File: src/rtl/bpl_pkg.sv
package bpl_pkg;

   typedef enum logic [1:0] {
      ST_IDLE = 2'd0,
      ST_ADDR = 2'd1,
      ST_WAIT = 2'd2,
      ST_DONE = 2'd3
   } bpl_state_e;

   localparam int unsigned BITS_PER_BYTE_LOG2 = 3;

endpackage

File: src/rtl/bpl_addr_gen.sv
module bpl_addr_gen #(
   parameter int unsigned ADDR_W   = 32,
   parameter int unsigned DATA_W   = 32
) (
   input  logic [ADDR_W-1:0] base_i,
   input  logic [ADDR_W-1:0] off_i,
   output logic [ADDR_W-1:0] addr_o
);
   localparam int unsigned ALIGN_BITS = $clog2(DATA_W / 8);
   localparam logic [ADDR_W-1:0] ALIGN_MASK =
      {{(ADDR_W-ALIGN_BITS){1'b1}}, {ALIGN_BITS{1'b0}}};

   logic [ADDR_W-1:0] byte_disp;
   logic [ADDR_W-1:0] raw_sum;

   generate
      if (ADDR_W < 8) begin : g_bad_addr_w
         $error("bpl_addr_gen: ADDR_W too small");
      end
   endgenerate

   always_comb begin
      byte_disp = off_i >> bpl_pkg::BITS_PER_BYTE_LOG2;
      raw_sum   = base_i + byte_disp;
      addr_o    = raw_sum & ALIGN_MASK;
   end

endmodule

File: src/rtl/bpl_bit_extract.sv
module bpl_bit_extract #(
   parameter int unsigned DATA_W = 32,
   parameter int unsigned STYLE  = 0,
   localparam int unsigned SEL_W = $clog2(DATA_W)
) (
   input  logic [DATA_W-1:0] word_i,
   input  logic [SEL_W-1:0]  sel_i,
   output logic [DATA_W-1:0] result_o
);
   logic picked;

   generate
      if (STYLE == 0) begin : g_mux
         always_comb picked = word_i[sel_i];
      end else if (STYLE == 1) begin : g_shift
         logic [DATA_W-1:0] shifted;
         always_comb begin
            shifted = word_i >> sel_i;
            picked  = shifted[0];
         end
      end else begin : g_bad_style
         $error("bpl_bit_extract: STYLE must be 0 or 1");
         always_comb picked = 1'b0;
      end
   endgenerate

   always_comb result_o = {{(DATA_W-1){1'b0}}, picked};

endmodule

File: src/rtl/bpl_seq.sv
module bpl_seq (
   input  logic                clk_i,
   input  logic                rst_ni,
   input  logic                start_i,
   input  logic                rd_valid_i,
   output logic                accept_o,
   output logic                capture_o,
   output logic                rd_req_o,
   output logic                done_o,
   output bpl_pkg::bpl_state_e state_o
);
   import bpl_pkg::*;

   bpl_state_e state_q, state_d;

   always_comb begin
      state_d   = state_q;
      accept_o  = 1'b0;
      capture_o = 1'b0;
      unique case (state_q)
         ST_IDLE: if (start_i) begin
            accept_o = 1'b1;
            state_d  = ST_ADDR;
         end
         ST_ADDR: state_d = ST_WAIT;
         ST_WAIT: if (rd_valid_i) begin
            capture_o = 1'b1;
            state_d   = ST_DONE;
         end
         ST_DONE: state_d = ST_IDLE;
         default: state_d = ST_IDLE;
      endcase
   end

   always_ff @(posedge clk_i or negedge rst_ni) begin
      if (!rst_ni) state_q <= ST_IDLE;
      else         state_q <= state_d;
   end

   assign rd_req_o = (state_q == ST_ADDR);
   assign done_o   = (state_q == ST_DONE);
   assign state_o  = state_q;

   AST_REQ_AFTER_START: assert property (@(posedge clk_i) disable iff (!rst_ni)
      (state_q == ST_IDLE && start_i) |=> rd_req_o);
   AST_REQ_SINGLE: assert property (@(posedge clk_i) disable iff (!rst_ni)
      rd_req_o |=> !rd_req_o);
   AST_BUSY_NO_REQ: assert property (@(posedge clk_i) disable iff (!rst_ni)
      (state_q != ST_IDLE) |=> !rd_req_o);
   AST_DONE_SINGLE: assert property (@(posedge clk_i) disable iff (!rst_ni)
      done_o |=> !done_o);

endmodule

File: src/rtl/bitptr_load_unit.sv
module bitptr_load_unit #(
   parameter int unsigned ADDR_W        = 32,
   parameter int unsigned DATA_W        = 32,
   parameter int unsigned EXTRACT_STYLE = 0
) (
   input  logic              clk_i,
   input  logic              rst_ni,
   input  logic              start_i,
   input  logic [ADDR_W-1:0] base_ptr_i,
   input  logic [ADDR_W-1:0] bit_off_i,
   output logic              rd_req_o,
   output logic [ADDR_W-1:0] rd_addr_o,
   input  logic              rd_valid_i,
   input  logic [DATA_W-1:0] rd_data_i,
   output logic [DATA_W-1:0] result_o,
   output logic              done_o
);
   localparam int unsigned SEL_W = $clog2(DATA_W);

   generate
      if (DATA_W < 8 || (DATA_W & (DATA_W - 1)) != 0) begin : g_bad_data_w
         $error("bitptr_load_unit: DATA_W must be a power of two of at least 8");
      end
      if (SEL_W > ADDR_W) begin : g_bad_sel
         $error("bitptr_load_unit: offset narrower than bit select");
      end
   endgenerate

   logic                accept, capture;
   bpl_pkg::bpl_state_e state;
   logic [ADDR_W-1:0]   base_q, off_q;
   logic [DATA_W-1:0]   result_q, extracted;

   bpl_seq u_seq (
      .clk_i      (clk_i),
      .rst_ni     (rst_ni),
      .start_i    (start_i),
      .rd_valid_i (rd_valid_i),
      .accept_o   (accept),
      .capture_o  (capture),
      .rd_req_o   (rd_req_o),
      .done_o     (done_o),
      .state_o    (state)
   );

   always_ff @(posedge clk_i or negedge rst_ni) begin
      if (!rst_ni) begin
         base_q <= '0;
         off_q  <= '0;
      end else if (accept) begin
         base_q <= base_ptr_i;
         off_q  <= bit_off_i;
      end
   end

   bpl_addr_gen #(.ADDR_W(ADDR_W), .DATA_W(DATA_W)) u_addr (
      .base_i (base_q),
      .off_i  (off_q),
      .addr_o (rd_addr_o)
   );

   bpl_bit_extract #(.DATA_W(DATA_W), .STYLE(EXTRACT_STYLE)) u_extract (
      .word_i   (rd_data_i),
      .sel_i    (off_q[SEL_W-1:0]),
      .result_o (extracted)
   );

   always_ff @(posedge clk_i or negedge rst_ni) begin
      if (!rst_ni)      result_q <= '0;
      else if (capture) result_q <= extracted;
   end

   assign result_o = result_q;

   AST_DONE_NEEDS_VALID: assert property (@(posedge clk_i) disable iff (!rst_ni)
      done_o |-> $past(rd_valid_i));
   AST_RESULT_HELD: assert property (@(posedge clk_i) disable iff (!rst_ni)
      !done_o |-> $stable(result_o));
   AST_OPERANDS_FROZEN: assert property (@(posedge clk_i) disable iff (!rst_ni)
      (state != bpl_pkg::ST_IDLE) |=> $stable(rd_addr_o));
   AST_VALID_OUTSIDE_WAIT: assert property (@(posedge clk_i) disable iff (!rst_ni)
      (state != bpl_pkg::ST_WAIT && rd_valid_i) |=> !done_o);

endmodule

File: config.mk
export PLATFORM = sky130hd
export DESIGN_NAME = bitptr_load_unit
export DESIGN_NICKNAME = d
export VERILOG_FILES = /design/src/rtl/bpl_pkg.sv /design/src/rtl/bpl_addr_gen.sv /design/src/rtl/bpl_bit_extract.sv /design/src/rtl/bpl_seq.sv /design/src/rtl/bitptr_load_unit.sv
export SDC_FILE = /design/constraint.sdc
export NUM_CORES = 1
export LEC_CHECK = 0
export BUFFER_PORTS_ARGS = -buffer_cell sky130_fd_sc_hd__buf_4
export CAP_MARGIN = 20
export CORE_MARGIN = 2
export CORE_UTILIZATION = 30
export CTS_BUF_LIST = sky130_fd_sc_hd__clkbuf_16
export DETAILED_ROUTE_END_ITERATION = 16
export GPL_TIMING_DRIVEN = 0
export PLACE_DENSITY = 0.5
export SYNTH_ARGS = -nofsm -noshare
export SYNTH_HDL_FRONTEND = slang
export SYNTH_SLANG_ARGS = --single-unit
File: constraint.sdc
create_clock -name clk_i -period 8.2 [get_ports clk_i]
set_input_delay 2.05 -clock clk_i [delete_from_list [all_inputs] [get_ports clk_i]]
set_output_delay 2.05 -clock clk_i [all_outputs]
set_load 0.1 [all_outputs]
==> run metrics, run 1 <==
RePlAce Congestion approximately 0.80; Hold-fix buffers, CTS 0; crit path DAT approximately 3.1 ns; TritonCTS clock tree done; Met2 Wirelength around 5300 um; M1 wire length between 4000 and 5000 um; DR WL met3 1120 um; Post-DRT Antenna Nets 0; crit start category flip-flop; DRT Wirelength ~11,000 um; Initial DRT Pass Iterations 4; Period minus WS final roughly 5 ns; clk buf depth 2; Final nets around 700; Tcrit/Tclk final 0.624; FP Rows 44; Initial Utilization 0.309; Avg Vias per Cell about 4.7; asr flop ratio synth 1.00; Synth top area share 0.372; Finish-stage setup viols 0; worst setup margin ~3 ns; Max Cap Violations 0; die height roughly 130 um; Syn Inst Count 387; gr usage total 0.145; drt drc 0; number of global-route vias before repair between 3k and 4k; pin count of the biggest net entering global routing 68; first-pass GRT wire length between 15,000 and 20,000 um; CP endpoint kind primary output; max-slew violations 0; clock root buffer clkbuf_16; initial antenna violation count 0; Area growth syn-to-layout 36.1%; Resized cells post-CTS 0; chip width roughly 130 um; pre-CTS WS roughly 3.4 ns; Ports approximately 170; synthesized area 0.00451 mm^2; Slew Limit Headroom 0.414; Hold Violations, Final 0; Yosys top cell by area dfrtp_1; uppermost routed layer met4; EDFF count, synth 0; worst hold slack between 0.5 and 0.6 ns; register bit count reported by yosys 67; CP Class flip-flop to primary output; # Post-CTS Setup Buffers 0; fill cell count 1,424; share of the yosys chip area belonging to registers 0.372; Sequential cell area 0.00168 mm^2; synthesized area per cell ~12 um^2; full die area approximately 0.016 mm^2; share of post-route cells with drive strength above 1 0.467; utilization after layout 0.421; ANT cells 0; Vias 3,513; Most used DFF post-synth dfrtp_1; Tightest Pin Transition between 0.8 and 0.9 ns; Clock Sinks 67; Fmax 196 MHz; top cell types by occurrence after synthesis dfrtp_1 (67), mux2_2 (64), buf_4 (33), ha_1 (33), a21oi_1 (21); crit-path max FO 5; DR WL/cell roughly 15 um; Reg clk slew, reported paths ~0.060 ns; setup_tns 0 ns; PortBufs between 100 and 150; worst skew pair latency around 0.34 ns; outcome finished, final reports clean; Multi-input gate area roughly 0.0026 mm^2; total CTS buffers 9; top-count cell post-synth dfrtp_1; RSZ-0062 raised after global routing false; HP Class flip-flop to flip-flop; Congestion Overflow GR 0; dominant cells by area after synthesis dfrtp_1 (37%), mux2_2 (16%), ha_1 (9.2%); Unique masters post-synth 57; CTS H-tree lvls 3; 1st-iter DRT viols approximately 110; HPWL Detailed roughly 9000 um; Yosys warnings 0; core region area 0.0146 mm^2; Worst Path Required between 6 and 7 ns; Final Skew between 0.007 and 0.008 ns
-- metal layers --
metal / GRT usage / vias up
met4: 0.0427 / 0
met3: 0.0561 / 11
met1: 0.176 / 1636
met2: 0.239 / 138
li1: - / 1728
met5: 0 / -
-- logic make-up after synthesis --
kind of cell / after synthesis / share of synthesized area
multiplexers: 75 / 0.214
other: 1 / 0.000831
adder cells (fa/ha/maj): 33 / 0.0915
AND/OR/NAND/NOR: 60 / 0.0768
AO/OA/AOI/OAI: 76 / 0.125
XOR/XNOR: 26 / 0.0505
flip-flops: 67 / 0.372
buffers and inverters: 49 / 0.0702
-- cell type report --
class / count / share of cell area
clock buffer: 9 / 0.0367
clock inverter: 7 / 0.00978
multi-input combinational: 303 / 0.430
sequential: 67 / 0.273
tap: 184 / 0.0375
buffer: 43 / 0.0479
timing repair buffer: 132 / 0.161
inverter: 6 / 0.00367
-- flip-flops by register name, indices dropped and copies added (netlist names) --
register       count
off_q             32
base_q            32
result_o           1
u_seq.state_o      2
-- layout by cell type, fill, tap and decap left out, types with 2 or more instances in the layout --
master     count
nand2b_1       3
a311o_1        2
o211ai_1       2
ha_1          33
nor2b_1        8
a31oi_1        2
nand3_1        3
and4_1         7
nand2_1        8
and3_1         3
clkbuf_16      9
nand4_1        6
a21oi_1       21
xnor2_1       19
dfrtp_1       67
conb_1        33
o21bai_1       2
a211o_1        3
xor2_1         7
a21o_1        14
nor2_1        12
o21ai_0        7
buf_4        165
o21a_1         3
mux4_1         2
and3_2         2
mux2_2        64
inv_1          7
mux4_2         8
clkbuf_1       8
clkinv_2       3
nor3_1         4
-- worst max-delay path: stages, from the launching register on --
cell,delay [ns]
dfrtp_1,0.38
ha_1,0.36
a21oi_1,0.09
a21o_1,0.23
a2111o_1,0.42
and2_4,0.21
o21ai_4,0.23
a2111oi_2,0.11
nor4_2,0.35
buf_4,0.35
-- per-stage QoR --
stage	area (um^2)	std cells
after floorplan	4630	419
after global placement	5850	735
after detailed placement	5850	735
after CTS	6140	751
after global routing	6140	751
final	6140	751
-- path summary, 6_finish.rpt --
| kind | start | endpoint | slack (ns) | depth (start not counted) |
|---|---|---|---|---|
| max | off_q[5]$_DFFE_PN0P_ | rd_addr_o[28] | 3.09 | 9 |
| min | off_q[13]$_DFFE_PN0P_ | off_q[13]$_DFFE_PN0P_ | 0.51 | 1 |
| max reg2reg | u_seq.state_o[0]$_DFFE_PN0P_ | base_q[19]$_DFFE_PN0P_ | 6.01 | 5 |
| min reg2reg | off_q[13]$_DFFE_PN0P_ | off_q[13]$_DFFE_PN0P_ | 0.51 | 1 |
| max in group asynchronous | rst_ni | base_q[5]$_DFFE_PN0P_ | 5.80 | 1 |
| min in group asynchronous | rst_ni | base_q[12]$_DFFE_PN0P_ | 1.84 | 1 |
Power of run 1 is not shown: default switching activity piles up to over one toggle a cycle in this logic, so the estimate is an artifact.
==> run 2: changes to the inputs <==
PLACE_DENSITY = 0.52   (was 0.5)
clock period = 4.1 ns   (was 8.2 ns; I/O delays follow)
==> run 2 against run 1 <==
Hold slack better by 0.0019 ns; die area unchanged; register-to-register slack worse by 4.1 ns; utilization rose by 1.4 points; clock skew is 0.0038 ns lower; non-clock buffer count is 3 higher; setup slack lost 3.0 ns; final cell count is 0.27% higher; wire length up 0.82%.
==> run metrics, run 2 (synthesis gave the netlist of run 1 again) <==
Vias between 3k and 4k; PortBufs roughly 130; FP Rows 44; worst skew pair latency 0.34 ns; RSZ-0062 raised after global routing true; max-slew violations 0; Design Area, Final between 0.006 and 0.007 mm^2; full die area approximately 0.016 mm^2; outcome finished, final reports clean; Reg clk slew, reported paths about 0.050 ns; Final Skew slightly below 0.004 ns; worst path cell trace ha_1, a21oi_1, o21ai_2, a311oi_2, buf_4, and2_4, o21ai_4, and4_4, nor4_4, buf_6; Area growth syn-to-layout 40.7%; worst setup margin ~0.12 ns; CP top delay family compound AO/OA/AOI/OAI gates; drt drc 0; Worst Path Required between 3 and 4 ns; Multi-input gate area between 0.002 and 0.003 mm^2; Finish-stage setup viols 0; Clock Sinks 67; die height roughly 130 um; Placed Instance Area just under 0.006 mm^2; first-pass GRT wire length about 18,000 um; crit start category flip-flop; R2R Path End base_q[25]$_DFFE_PN0P_; share of post-route cells with drive strength above 1 0.513; initial antenna violation count 0; max incr delay on CP 0.38 ns; number of global-route vias before repair between 3k and 4k; Period minus WS final roughly 4.0 ns; CP endpoint kind primary output; CTS H-tree lvls 3; reg2reg path depth 5; Initial Utilization 0.309; chip width 127 um; clk buf depth 2; Max Cap Violations 0; Fmax roughly 250 MHz; ANT cells 0; Final nets 698; TritonCTS clock tree done; most frequent cells in the layout buf_4 (162), dfrtp_1 (67), mux2_2 (64); gr usage total 0.147; pre-CTS WS ~0.33 ns; pin count of the biggest net entering global routing 68; fill cell count about 1.4k; most common cell after layout, fill and taps aside buf_4; Initial DRT Pass Iterations 4; core region area between 0.01 and 0.015 mm^2; Final Instance Count excl. Fillers between 700 and 800; clock root buffer clkbuf_16; Hold Path Sink off_q[16]$_DFFE_PN0P_; CP Class flip-flop to primary output; total CTS buffers 9; Max stage delay cell, worst path dfrtp_1; r2r setup slk between 1.5 and 2 ns; Worst R2R Start u_seq.state_o[0]$_DFFE_PN0P_; Bufs and invs on worst path 2; RePlAce Congestion 0.750; Tcrit/Tclk final 0.970; Ports around 170; HPWL Detailed 9130 um; Slew Limit Headroom 0.415; HP Class flip-flop to flip-flop; Crit. path cell count 10; hold path cells 1; Tightest Pin Transition just under 0.9 ns; min-delay src off_q[16]$_DFFE_PN0P_; Hold Violations, Final 0; Sequential cell area around 0.0017 mm^2; DR WL/cell between 15 and 20 um; DRT Wirelength between 10,000 and 15,000 um; placed cells ~740; Post-DRT Antenna Nets 0; Congestion Overflow GR 0; 1st-iter DRT viols between 100 and 150; crit-path max FO 5; Hold-fix buffers, CTS 0; Avg Vias per Cell 4.74; crit path DAT roughly 3.0 ns
run 2: cell types whose count changed in the layout (fill, tap and decap cells not counted), sizes merged:
cell      delta
clkbuf       -1
buf          +4
clkinvlp     +1
inv          -1
bufinv       -1
run 2: repair_timing:
action	4_1_cts	5_1_grt
hold endpoints to repair	0	0
setup buffers	1	3
pin swaps	1	7
gates resized for setup	3	18
endpoints found under the setup margin	3	10
run 2: how the worst max path moves through the flow:
stage | end | startpoint | slack (ns)
6_report | rd_addr_o[28] | base_q[8]$_DFFE_PN0P_ | 0.12
5_1_grt | rd_addr_o[28] | base_q[12]$_DFFE_PN0P_ | -0.04
4_1_cts | rd_addr_o[25] | base_q[16]$_DFFE_PN0P_ | 0.0005
3_5_place_dp | rd_addr_o[27] | base_q[6]$_DFFE_PN0P_ | 0.33
3_3_place_gp | rd_addr_o[27] | base_q[10]$_DFFE_PN0P_ | 0.35
2_1_floorplan | rd_addr_o[14] | base_q[2]$_DFFE_PN0P_ | 0.0007
run 2: cell type report:
type	instances	share of cell area
buffer	42	0.0457
timing repair buffer	136	0.168
clock buffer	9	0.0355
clock inverter	6	0.00532
tap	184	0.0363
sequential	67	0.264
inverter	6	0.00355
multi-input combinational	303	0.441
run 2: per-layer routing:
metal	wire, um	up-vias	GRT usage	part of all wire
li1	-	1731	-	-
met1	4640	1699	0.163	0.40
met2	5710	123	0.257	0.50
met3	990	15	0.0616	0.086
met4	170	0	0.0420	0.015
met5	0	-	0	0
run 2: per-stage QoR:
stage / utilization / hold slack, ns / TNS (ns)
after global placement: 0.409 / 0.493 / 0
after global routing: 0.435 / 0.521 / -0.0499
after CTS: 0.428 / 0.513 / 0
after floorplan: - / 0.484 / 0
after detailed placement: 0.409 / 0.501 / 0
final: 0.435 / 0.512 / 0
Power of run 2 is left out for the same reason.
==> run 3: changes to the inputs <==
CORE_MARGIN = not set   (was 2)
==> run 3 against run 2 <==
Via count shrank 0.31%; clock skew grew 0.0022 ns; global-route usage grew 0.41 points; setup slack lost 0.021 ns; non-clock buffer count grew 2; final cell count grew 0.40%; die area shrank 3.1%; first-iteration DRC count shrank 15%; wire length shrank 2.8%; register-to-register slack gained 0.03 ns; sequential cell count is the same; maximum frequency shrank 0.52%; critical endpoint is now rd_addr_o[25]; largest cell class unchanged; highest routed layer unchanged.
==> run metrics, run 3 (synthesis gave the netlist of run 1 again) <==
clk buf depth 2; Final nets 700; drt drc 0; HP Class flip-flop to flip-flop; HPWL Detailed 8870 um; hold path cells 1; R2R Path End off_q[27]$_DFFE_PN0P_; Avg Vias per Cell around 4.7; share of post-route cells with drive strength above 1 0.516; Worst R2R Start u_seq.state_o[0]$_DFFE_PN0P_; CP endpoint kind primary output; Area growth syn-to-layout 41.3%; max-slew violations 0; worst path cell trace ha_2, a21o_1, a21o_1, a211oi_4, nand3_1, a41o_1, a311o_1, and3_1, buf_6; worst skew pair latency between 0.3 and 0.4 ns; Initial DRT Pass Iterations 4; Worst Path Required ~3.1 ns; Post-DRT Antenna Nets 0; r2r setup slk 1.94 ns; crit start category flip-flop; Ports between 150 and 200; Fmax 250 MHz; DRT Wirelength 11,200 um; Tcrit/Tclk final 0.976; outcome finished, final reports clean; FP Rows between 40 and 50; initial antenna violation count 0; gr usage total 0.151; RePlAce Congestion 0.808; number of global-route vias before repair roughly 3.7k; Vias 3,557; crit path DAT roughly 3 ns; Tightest Pin Transition just under 0.9 ns; worst hold slack approximately 0.51 ns; reg2reg path depth 5; TritonCTS clock tree done; Hold Path Sink off_q[29]$_DFFE_PN0P_; ANT cells 0; Max Cap Violations 0; Max stage delay cell, worst path dfrtp_1; full die area approximately 0.016 mm^2; Final Skew ~0.006 ns; total CTS buffers 9; Hold Violations, Final 0; PortBufs around 130; chip width about 120 um; DR WL/cell 14.8 um; CP Class flip-flop to primary output; max incr delay on CP 0.38 ns; core region area 0.0146 mm^2; Clock Sinks 67; Slew Limit Headroom 0.407; most frequent cells in the layout buf_4 (166), dfrtp_1 (67), mux2_2 (64); most common cell after layout, fill and taps aside buf_4; pin count of the biggest net entering global routing 68; RSZ-0062 raised after global routing true; Congestion Overflow GR 0; Hold-fix buffers, CTS 0; clock root buffer clkbuf_16; min-delay src off_q[29]$_DFFE_PN0P_; Period minus WS final ~4.0 ns; 1st-iter DRT viols around 110; first-pass GRT wire length 18,500 um; Initial Utilization 0.309; CTS H-tree lvls 3; Finish-stage setup viols 0; most used cell, CP a21o_1; Reg clk slew, reported paths 0.06 ns; die height roughly 120 um; crit-path max FO 6
==> run 3: through the flow <==
stage          setup TNS (ns)  utilization  worst slack, ns  std cells  instance area (um^2)
2_1_floorplan               0            -         0.000719        419                  4750
3_3_place_gp                0        0.409            0.356        735                  5970
3_5_place_dp                0        0.409            0.274        735                  5970
4_1_cts              -0.00287        0.431         -0.00287        752                  6290
5_1_grt               -0.0517        0.437          -0.0294        756                  6380
6_report                    0        0.437            0.100        756                  6380
==> run 3: critical path, delay by kind of cell, from the launching register on <==
kind | cells | cell delay [ns]
adder cells (fa/ha/maj) | 1 | 0.33
AND/OR/NAND/NOR | 2 | 0.37
AO/OA/AOI/OAI | 5 | 1.37
buffers and inverters | 1 | 0.19
flip-flops | 1 | 0.38
==> run 3: how the worst max path moves through the flow <==
stage / cells past startpoint / to / startpoint
2_1_floorplan: 8 / rd_addr_o[14] / base_q[2]$_DFFE_PN0P_
3_3_place_gp: 9 / rd_addr_o[27] / base_q[10]$_DFFE_PN0P_
3_5_place_dp: 10 / rd_addr_o[31] / base_q[24]$_DFFE_PN0P_
4_1_cts: 9 / rd_addr_o[31] / off_q[5]$_DFFE_PN0P_
5_1_grt: 9 / rd_addr_o[25] / base_q[16]$_DFFE_PN0P_
6_report: 9 / rd_addr_o[25] / base_q[16]$_DFFE_PN0P_
==> run 3: cell type report <==
cell class	count	area [um^2]
plain buffers	42	290
well taps	184	230
repair buffers	138	1070
inverters	6	22.5
clock buffers	9	225
clock inverters	7	68.8
flip-flops and latches	67	1680
fillers	1403	8210
multi-input cells	303	2790
==> run 3: timing repair <==
action                                 4_1_cts  5_1_grt
resized for setup                            6       14
endpoints found under the hold margin        0        0
pin swaps                                    1        6
setup endpoints to repair                    5        7
gates cloned                                 0        0
setup buffers                                1        5
==> run 3: layer usage <==
layer | wire (um) | vias up | track usage
met2 | 5380 | 126 | 0.256
li1 | - | 1749 | -
met4 | 126 | 0 | 0.0411
met1 | 4770 | 1669 | 0.177
met5 | 0 | - | 0
met3 | 911 | 13 | 0.0563
Power of run 3 is left out for the same reason.
